[src/rtl/phy_sta_pkg.sv]
package phy_sta_pkg;
  localparam int unsigned SLOT_W   = 16;
  localparam int unsigned RD_BIT   = 13;
  localparam int unsigned WR_BIT   = 14;
  localparam int unsigned DONE_BIT = 15;
endpackage

[src/rtl/phy_reg_bank.sv]
module phy_reg_bank #(
  parameter int unsigned DW        = 16,
  parameter int unsigned AW        = 5,
  parameter int unsigned CTRL_ADDR = 0,
  parameter int unsigned CTRL_RST  = 15
) (
  input  logic          clk,
  input  logic          rst,
  input  logic          we,
  input  logic [AW-1:0] addr,
  input  logic [DW-1:0] wdata,
  output logic [DW-1:0] rdata
);
  localparam int unsigned DEPTH = 1 << AW;

  logic [DW-1:0] mem [DEPTH];

  always_ff @(posedge clk) begin
    if (we) mem[addr] <= wdata;
  end

  assign rdata = mem[addr];

  AST_CTRL_STORE: assert property (@(posedge clk) disable iff (rst)
    (we && addr == AW'(CTRL_ADDR)) |-> (!wdata[CTRL_RST] && wdata[0]))
    else $error("control register stored with reset bit or without bit 0");
endmodule

[src/rtl/phy_status_merge.sv]
module phy_status_merge #(
  parameter int unsigned DW       = 16,
  parameter int unsigned AW       = 5,
  parameter int unsigned BSR_ADDR = 1,
  parameter int unsigned VSR_ADDR = 16,
  parameter logic [DW-1:0] BSR_OR = 16'h0024,
  parameter logic [DW-1:0] VSR_OR = 16'h0017
) (
  input  logic [AW-1:0] addr,
  input  logic [DW-1:0] raw,
  input  logic          link_up,
  output logic [DW-1:0] merged
);
  always_comb begin
    merged = raw;
    if (link_up && addr == AW'(BSR_ADDR)) merged = raw | BSR_OR;
    if (link_up && addr == AW'(VSR_ADDR)) merged = raw | VSR_OR;
  end
endmodule

[src/rtl/phy_sta_cmd.sv]
module phy_sta_cmd
  import phy_sta_pkg::*;
#(
  parameter int unsigned AW        = 5,
  parameter int unsigned CTRL_ADDR = 0,
  parameter int unsigned CTRL_RST  = 15,
  parameter int unsigned BSR_ADDR  = 1,
  parameter logic [SLOT_W-1:0] BSR_OR = 16'h0024
) (
  input  logic              clk,
  input  logic              rst,
  input  logic              wr_lo,
  input  logic              wr_hi,
  input  logic [SLOT_W-1:0] wdata,
  input  logic              link_up,
  input  logic [SLOT_W-1:0] rd_merged,
  output logic [AW-1:0]     bank_addr,
  output logic              bank_we,
  output logic [SLOT_W-1:0] bank_wdata,
  output logic [SLOT_W-1:0] data_q,
  output logic [SLOT_W-1:0] ctl_q
);
  logic              is_rd, is_wr;
  logic [SLOT_W-1:0] new_data, new_ctl;

  assign is_rd     = wdata[RD_BIT];
  assign is_wr     = wdata[WR_BIT];
  assign bank_addr = wdata[AW-1:0];

  always_comb begin
    new_data = is_rd ? rd_merged : data_q;
    new_ctl  = wdata;
    if (is_rd || is_wr) new_ctl[DONE_BIT] = 1'b1;
    bank_wdata = new_data;
    if (bank_addr == AW'(CTRL_ADDR)) begin
      bank_wdata[CTRL_RST] = 1'b0;
      bank_wdata[0]        = 1'b1;
    end
  end

  assign bank_we = wr_hi && is_wr;

  always_ff @(posedge clk) begin
    if (rst) begin
      data_q <= '0;
      ctl_q  <= '0;
    end else if (wr_lo) begin
      data_q <= wdata;
    end else if (wr_hi) begin
      data_q <= new_data;
      ctl_q  <= new_ctl;
    end
  end

  AST_LOW_KEEPS_CTL: assert property (@(posedge clk) disable iff (rst)
    wr_lo |=> $stable(ctl_q))
    else $error("data slot write disturbed control slot");

  AST_DONE_AFTER_CMD: assert property (@(posedge clk) disable iff (rst)
    (wr_hi && (wdata[RD_BIT] || wdata[WR_BIT])) |=> ctl_q[DONE_BIT])
    else $error("complete flag missing after command");

  AST_WRITE_KEEPS_DATA: assert property (@(posedge clk) disable iff (rst)
    (wr_hi && wdata[WR_BIT] && !wdata[RD_BIT]) |=> $stable(data_q))
    else $error("write command altered data slot");

  AST_BSR_MERGE: assert property (@(posedge clk) disable iff (rst)
    (wr_hi && wdata[RD_BIT] && link_up && wdata[AW-1:0] == AW'(BSR_ADDR))
      |=> ((data_q & BSR_OR) == BSR_OR))
    else $error("status merge missing on basic status read");
endmodule

[src/rtl/phy_sta_reg.sv]
module phy_sta_reg
  import phy_sta_pkg::*;
#(
  parameter int unsigned AW        = 5,
  parameter int unsigned CTRL_ADDR = 0,
  parameter int unsigned CTRL_RST  = 15,
  parameter int unsigned BSR_ADDR  = 1,
  parameter int unsigned VSR_ADDR  = 16,
  parameter logic [SLOT_W-1:0] BSR_OR = 16'h0024,
  parameter logic [SLOT_W-1:0] VSR_OR = 16'h0017
) (
  input  logic              clk,
  input  logic              rst,
  input  logic              bus_wr,
  input  logic              bus_rd,
  input  logic              bus_hi,
  input  logic [SLOT_W-1:0] bus_wdata,
  input  logic              link_up,
  output logic [SLOT_W-1:0] bus_rdata
);
  logic              wr_lo, wr_hi, bank_we;
  logic [AW-1:0]     bank_addr;
  logic [SLOT_W-1:0] bank_wdata, bank_rdata, rd_merged, data_q, ctl_q;

  assign wr_lo = bus_wr && !bus_hi;
  assign wr_hi = bus_wr &&  bus_hi;

  phy_reg_bank #(.DW(SLOT_W), .AW(AW), .CTRL_ADDR(CTRL_ADDR), .CTRL_RST(CTRL_RST)) u_bank (
    .clk(clk), .rst(rst), .we(bank_we), .addr(bank_addr),
    .wdata(bank_wdata), .rdata(bank_rdata)
  );

  phy_status_merge #(.DW(SLOT_W), .AW(AW), .BSR_ADDR(BSR_ADDR), .VSR_ADDR(VSR_ADDR),
                     .BSR_OR(BSR_OR), .VSR_OR(VSR_OR)) u_merge (
    .addr(bank_addr), .raw(bank_rdata), .link_up(link_up), .merged(rd_merged)
  );

  phy_sta_cmd #(.AW(AW), .CTRL_ADDR(CTRL_ADDR), .CTRL_RST(CTRL_RST),
                .BSR_ADDR(BSR_ADDR), .BSR_OR(BSR_OR)) u_cmd (
    .clk(clk), .rst(rst), .wr_lo(wr_lo), .wr_hi(wr_hi), .wdata(bus_wdata),
    .link_up(link_up), .rd_merged(rd_merged), .bank_addr(bank_addr),
    .bank_we(bank_we), .bank_wdata(bank_wdata), .data_q(data_q), .ctl_q(ctl_q)
  );

  always_ff @(posedge clk) begin
    if (rst)         bus_rdata <= '0;
    else if (bus_rd) bus_rdata <= bus_hi ? ctl_q : data_q;
  end

  AST_RDATA_HOLD: assert property (@(posedge clk) disable iff (rst)
    !bus_rd |=> $stable(bus_rdata))
    else $error("readback changed without read strobe");
endmodule

[config.mk]
export PLATFORM = sky130hd
export DESIGN_NAME = phy_sta_reg
export DESIGN_NICKNAME = d
export VERILOG_FILES = /design/src/rtl/phy_sta_pkg.sv /design/src/rtl/phy_reg_bank.sv /design/src/rtl/phy_status_merge.sv /design/src/rtl/phy_sta_cmd.sv /design/src/rtl/phy_sta_reg.sv
export SDC_FILE = /design/constraint.sdc
export NUM_CORES = 1
export LEC_CHECK = 0
export CORE_MARGIN = 3
export CORE_UTILIZATION = 50
export DETAILED_ROUTE_END_ITERATION = 10
export DONT_BUFFER_PORTS = 1
export PLACE_DENSITY = 0.63
export SLEW_MARGIN = 25
export SYNTH_ARGS = -nofsm -noshare
export SYNTH_HDL_FRONTEND = slang
export SYNTH_HIERARCHICAL = 1
export SYNTH_SLANG_ARGS = --single-unit
[constraint.sdc]
create_clock -name clk -period 6.29 [get_ports clk]
set_input_delay 0 -clock clk [delete_from_list [all_inputs] [get_ports clk]]
set_output_delay 0 -clock clk [all_outputs]
set_load 0.05 [all_outputs]
==> flow_summary_export.csv, run 1 <==
group,metric,value,unit
logic_synthesis,yosys.area.top_type,"edfxtp_1",
timing,rsz0062_at_grt,"no",
final_layout,drive_above_1_share,10.1,%
cts,postCtsSetupBuffers,0,
worst_hold_path,hp-start,"bus_wdata[3]",
run_status,status,"completed",
timing,hold_viol_final,0,
drt,drt-pass1-iter-count,5,
setup_path,worst-path-max-fanout,16,
drt,via_count,12200,
setup_path,start_kind,"input pin",
grt,grt_pass1_wl,78.1,mm
pwr,ir_worst_vdd,0.185,mV
grt,gr-total-overflow,0,
pwr,power_density,316,mW/mm²
cts,cts_buffers,55,
final_layout,fill_cells,3321,
placed_design,place_inst,1867,
logic_synthesis,synthArstFlopShare,0,%
logic_synthesis,seq_area_frac_synth,73.5,%
placed_design,place_ws,3.08,ns
logic_synthesis,synth.top_cell.area_share,69.2,%
logic_synthesis,syn_inst,1354,
timing,worst_slew_pin_slew,1.06,ns
final_layout,regArea,0.0163,mm²
drt,drt-total-wl,52.6,mm
logic_synthesis,syn_nets,1376,
logic_synthesis,synth_edf_count,512,
die,coreArea,0.0435,mm²
die,dieArea,0.0470,mm²
pwr,p_leak,8.56,nW
grt,grt_max_degree,264,
setup_path,path_class,"input pin to register",
setup_path,reg2reg_from,"u_bank/mem[11][7]",
cts,cts_root_buffer,"clkbuf_16",
die,rows,76,
timing,setup_viol,0,
cts,htree_levels,2,
cts,cts_tree,"yes",
timing,tns,0,ns
timing,period_minus_slack,2.92,ns
drt,wl_per_cell,26.3,µm
cts,clkTransAtPathRegs,0.06,ns
grt,grt_antenna_before_repair,1,
final_layout,nNetsFinal,1396,
placed_design,port-buffer-count,0,
worst_hold_path,hold_path.class,"input pin to register",
logic_synthesis,synth_area_leaders,"edfxtp_1 69%, mux2i_1 12%, dfxtp_1 4.3%, o22ai_1 3.6%, buf_2 1.1%",
grt,grt_usage,22.5,%
timing,setup_slack,3.37,ns
setup_path,cp_cell_sequence,"dlygate4sd3_1 > and2_2 > and2_1 > nand3b_1 > nor2_2 > buf_4",
logic_synthesis,synth_cell_types,40,
die,die_y,217,µm
cts,clock_latency,0.60,ns
die,io_pins,38,
logic_synthesis,synth_top_flop_cell,"edfxtp_1",
setup_path,cp_num_buf_inv,2,
setup_path,crit_family,"simple AND/OR/NAND/NOR gates",
drt,postRouteAntennaNets,0,
cts,cts.sinks,560,
setup_path,cp-startpoint,"bus_hi",
final_layout,area.growth.synth_to_final,11.2,%
logic_synthesis,synth-seq-cells,560,
timing,fmax,342,MHz
setup_path,cp.required,6.58,ns
setup_path,slowest_delay,1.17,ns
timing,relSlewSlack,28.6,%
die,start_util,51.2,%
job,maxCapViolations,0,
die,die_width,217,µm
final_layout,n_antenna_cell,0,
timing,fin_crit_sh,46.5,%
setup_path,critPathCaptureType,"register",
logic_synthesis,syn-mean-instance-area,16.4,µm²
placed_design,gp_congestion,0.828,
logic_synthesis,synth_warnings,6,
final_layout,multiInputGateArea,0.00532,mm²
drt,drc,0,
timing,skew,0.0184,ns
placed_design,dp_hpwl,30.9,mm
drt,drt-initial-drc-count,1600,
final_layout,stdcell_count,2003,
drt,routed_via_density,6.10,
timing,drv_slew,0,
setup_path,slowest_stage,"dlygate4sd3_1",
cts,ctsLongestPathBuffers,3,
setup_path,crit_arrival,3.22,ns
grt,grt_pass1_vias,11500,
pwr,finalPower,7.81,mW
logic_synthesis,synth_area,0.0222,mm²
report_power, final:
part           switching [mW]  leakage, nW  total (mW)  internal, mW
registers              0.0430         5.07        4.22          4.17
clock network            1.33        0.845        3.18          1.85
logic                   0.289         2.64       0.416         0.127
area by class of cell:
class	instances	area share, %
Clock buffer	79	6.18
Timing Repair Buffer	67	2.41
Sequential cell	560	66.1
Clock inverter	22	0.860
Tap cell	585	2.96
Multi-Input combinational cell	690	21.5
registers in the layout (all words and copies together) (netlist names):
signal and cells:
bus_rdata 16, u_bank/mem 512, u_cmd/ctl_q 16, u_cmd/data_q 16
layout by cell type, fill, tap and decap left out, types with 3 or more instances in the layout:
cell and instances:
a211oi_1 18, a21oi_1 15, buf_4 32, bufinv_16 4, clkbuf_1 17, clkbuf_16 55
clkbuf_8 6, clkinv_1 7, clkinv_2 7, clkinvlp_4 3, dfxtp_1 48, dlygate4sd3_1 33
edfxtp_1 512, mux2_2 14, mux2i_1 274, nand2_1 64, nand2b_1 3, nand3_1 3
nand3b_1 31, nand4b_1 4, nand4bb_1 5, nor2_1 47, nor3_1 4, nor3_2 4
nor4_1 32, o211ai_1 13, o21bai_1 5, o22ai_1 127, or3b_2 3, or4b_1 3
Yosys cell counts, drive strengths merged, types with 14 or more instances:
cell	number
o22ai	128
mux2i	274
a211oi	18
edfxtp	512
nor4	33
mux2	14
buf	83
dfxtp	48
a21oi	16
nand3b	31
nand2	65
clkbuf	21
nor2	48
stage by stage:
stage	area, µm²	hold WS [ns]	util, %
floorplan	22200	0.136	-
global placement	22600	0.0751	52.0
detailed placement	22600	0.0768	52.1
CTS	24700	0.00637	56.9
global route	24700	0.0420	56.9
finish	24700	0.0466	56.9
routing by layer:
layer  vias up  global-route usage (%)  share of wire, %
li1       5384                       -                 -
met1      6241                    35.6                46
met2       509                    31.6                43
met3        76                    3.94               8.6
met4         2                    7.22               2.9
met5         -                       0             0.021
worst register-to-register path, cell delays in order, from the launching register on:
cell and delay (ns):
edfxtp_1 0.37, mux2i_1 0.18, o22ai_1 0.18, nor4_1 0.96, nand2_1 0.14, mux2_2 0.57, nand3b_1 0.22, o211ai_1 0.10
repair_timing:
action	in CTS	in global routing
hold buffers	34	1
endpoints found under the hold margin	230	2
resized for setup	0	0
logic make-up after synthesis:
family	synth area share [%]
buf+inv	2.81
xor+xnor	0.0394
mux	13.0
flops	73.5
simple gates	5.39
compound gates	5.23
worst paths after layout:
check,endpoint,slack (ns),depth (start not counted)
setup / recovery,u_bank/mem[13][10],3.37,6
hold / removal,u_bank/mem[31][0],0.05,3
setup reg to reg,u_cmd/data_q[7],3.43,7
hold reg to reg,u_cmd/ctl_q[2],0.46,2
No activity file was read; power rests on OpenSTA's default activity.
==> run 2: changes to the inputs <==
--- a/config.mk
+++ b/config.mk
@@ -5,6 +5,7 @@
 export SDC_FILE = /design/constraint.sdc
 export NUM_CORES = 1
 export LEC_CHECK = 0
+export ABC_AREA = 1
 export CORE_MARGIN = 3
 export CORE_UTILIZATION = 50
 export DETAILED_ROUTE_END_ITERATION = 10
==> constraint.sdc (replaced) <==
create_clock -name clk -period 2.9 [get_ports clk]
set_input_delay 0 -clock clk [delete_from_list [all_inputs] [get_ports clk]]
set_output_delay 0 -clock clk [all_outputs]
set_load 0.05 [all_outputs]
==> run 2 against run 1 <==
  * Via count rose by 38%
  * Non-clock buffer count rose by 93
  * Cell area rose by 12%
==> flow_summary_export.csv, run 2 <==
group,metric,value,unit
run_status,status,"completed",
timing,fmax,366,MHz
final_layout,area.growth.synth_to_final,13.2,%
logic_synthesis,synth_area_leaders,"edfxtp_1 63%, nand2_1 23%, dfxtp_1 3.9%, nor2_1 1.9%, buf_6 1.8%",
logic_synthesis,synth.top_cell.area_share,63.1,%
cts,cts.sinks,560,
grt,use_met3,3.44,%
final_layout,final_cell_mix,"1477 x nand2_1, 512 x edfxtp_1, 124 x nor2_1",
cts,cts_root_buffer,"clkbuf_16",
grt,grt_pass1_vias,16400,
die,start_util,50.8,%
final_layout,post-route-util,57.5,%
cts,cts_tree,"yes",
placed_design,dp_hpwl,33.7,mm
logic_synthesis,syn-mean-instance-area,9.86,µm²
grt,grt_use_met1,32.8,%
pwr,p_leak,11.8,nW
logic_synthesis,synth_edf_count,512,
final_layout,largest_reg_flops,512,
placed_design,postPlaceCellArea,0.0249,mm²
logic_synthesis,synth_top_flop_cell,"edfxtp_1",
logic_synthesis,synth_area,0.0244,mm²
timing,hold_viol_final,0,
final_layout,drive_above_1_share,8.58,%
logic_synthesis,synth_common_cells,"1477 x nand2_1, 512 x edfxtp_1, 124 x nor2_1, 54 x buf_2, 52 x inv_1",
cts,clock_latency,0.60,ns
die,coreArea,0.0479,mm²
timing,drv_slew,0,
die,die_y,227,µm
drt,wl_per_cell,19.1,µm
pwr,power_density,629,mW/mm²
final_layout,top_register,"u_bank/mem",
pwr,finalPower,17.3,mW
worst_hold_path,hold_path.class,"input pin to register",
logic_synthesis,yosysMostFrequentCell,"nand2_1",
die,rows,80,
die,die_width,227,µm
die,io_pins,38,
drt,drt-pass1-iter-count,5,
final_layout,final_common_cell,"nand2_1",
setup_path,worst-path-max-fanout,262,
setup_path,cp.required,3.44,ns
logic_synthesis,yosys.area.top_type,"edfxtp_1",
timing,fin_crit_sh,94.3,%
cts,htree_levels,2,
timing,worst_slew_pin_slew,0.957,ns
grt,grt_pass1_wl,94.5,mm
cts,cts_buffers,56,
timing,setup_viol,0,
placed_design,gp_congestion,0.836,
final_layout,stdcell_area,0.0276,mm²
grt,gr-total-overflow,0,
timing,rsz0062_at_grt,"no",
cts,post_cts_resized,0,
timing,period_minus_slack,2.74,ns
grt,grt_usage,24.1,%
die,dieArea,0.0514,mm²
setup_path,critPathCaptureType,"register",
grt,use_met2,39.6,%
timing,skew,0.0122,ns
placed_design,port-buffer-count,0,
drt,via_count,16800,
logic_synthesis,synth_warnings,6,
grt,grt_antenna_before_repair,0,
timing,holdWs,0.0762,ns
drt,postRouteAntennaNets,0,
final_layout,nNetsFinal,2577,
job,maxCapViolations,0,
timing,relSlewSlack,36.0,%
pwr,ir_worst_vdd,0.516,mV
grt,grt_max_degree,263,
logic_synthesis,syn_nets,2493,
setup_path,crit_arrival,3.27,ns
logic_synthesis,seq_area_frac_synth,67.1,%
final_layout,n_antenna_cell,0,
logic_synthesis,syn_inst,2471,
timing,tns,0,ns
drt,routed_via_density,5.23,
drt,drc,0,
logic_synthesis,synthArstFlopShare,0,%
setup_path,path_class,"input pin to register",
setup_path,start_kind,"input pin",
drt,drt-total-wl,61.4,mm
grt,grt.busiest_layer,"met2",
cts,clkTransAtPathRegs,0.06,ns
logic_synthesis,synth-seq-cells,560,
logic_synthesis,synth_cell_types,29,
cts,ctsLongestPathBuffers,3,
drt,drt-initial-drc-count,1792,
==> run 2: cell count changes in the layout (fill, tap and decap cells not counted), moves of 18 or more <==
cell           previous run  this run
nand2_1                  64      1477
mux2i_1                 274         0
o22ai_1                 127         0
nor2_1                   47       124
inv_1                     0        52
dlygate4sd3_1            33        76
nor4_1                   32         0
nand3b_1                 31         0
buf_4                    32        60
buf_12                    1        23
nand2_2                   1        20
a211oi_1                 18         0
==> run 2: final timing paths <==
path | startpoint | to | slack (ns) | depth (start not counted)
setup / recovery | bus_wdata[0] | u_cmd/data_q[12] | 0.16 | 16
hold / removal | bus_wdata[14] | u_bank/mem[16][5] | 0.08 | 4
setup reg to reg | u_bank/mem[22][9] | u_cmd/data_q[9] | 0.22 | 14
hold reg to reg | u_cmd/ctl_q[7] | u_cmd/ctl_q[7] | 0.49 | 2
==> run 2: metal layers <==
| metal | vias up | share of wire [%] |
|---|---|---|
| met5 | - | 0 |
| met4 | 0 | 3.5 |
| met3 | 123 | 6.6 |
| met2 | 566 | 48 |
| li1 | 8083 | - |
| met1 | 8051 | 42 |
==> run 2: worst max-delay path, stage by stage <==
cell and delay, ns:
inv_8 0.72, buf_12 0.27, nand2_1 0.07, nand2_1 0.06, nand2_1 0.05, nand2_1 0.06, nand2_1 0.04, nand2_1 0.15
nor2_1 0.11, nand2_1 0.07, nand2_1 0.05, nand2_1 0.17, buf_4 0.26, nand2_2 0.09, a21oi_2 0.16, dlygate4sd3_1 0.55
==> run 2: layout make-up <==
type / instances / area (µm²)
Fill cell: 4006 / 20400
Timing Repair Buffer: 160 / 1680
Inverter: 62 / 255
Clock inverter: 29 / 236
Sequential cell: 560 / 16300
Clock buffer: 74 / 1510
Multi-Input combinational cell: 1715 / 6790
Tap cell: 615 / 769
==> run 2: power by group <==
part / internal [mW] / switching (mW)
Combinational: 0.417 / 0.885
Sequential: 9.00 / 0.0836
Clock: 4.00 / 2.95
Total: 13.4 / 3.92
==> run 2: cells by family (layout without fill, tap and decap cells) <==
kind of cell	after synthesis	count (layout)	synth area share [%]
AND/OR/NAND/NOR	1667	1667	26.7
buffers and inverters	196	325	5.07
flip-flops	560	560	67.1
AO/OA/AOI/OAI	48	48	1.14
==> run 2: through the flow <==
stage / cells / setup WS, ns
after floorplan: 2471 / 0.876
after global placement: 3026 / 0.578
after detailed placement: 3026 / 0.579
after CTS: 3207 / 0.0211
after global routing: 3215 / 0.0219
final: 3215 / 0.165
==> run 2: repair_timing <==
item	in CTS	in global routing
endpoints found under the hold margin	529	1
endpoints found under the setup margin	0	7
hold buffers	78	1
buffers inserted	0	7
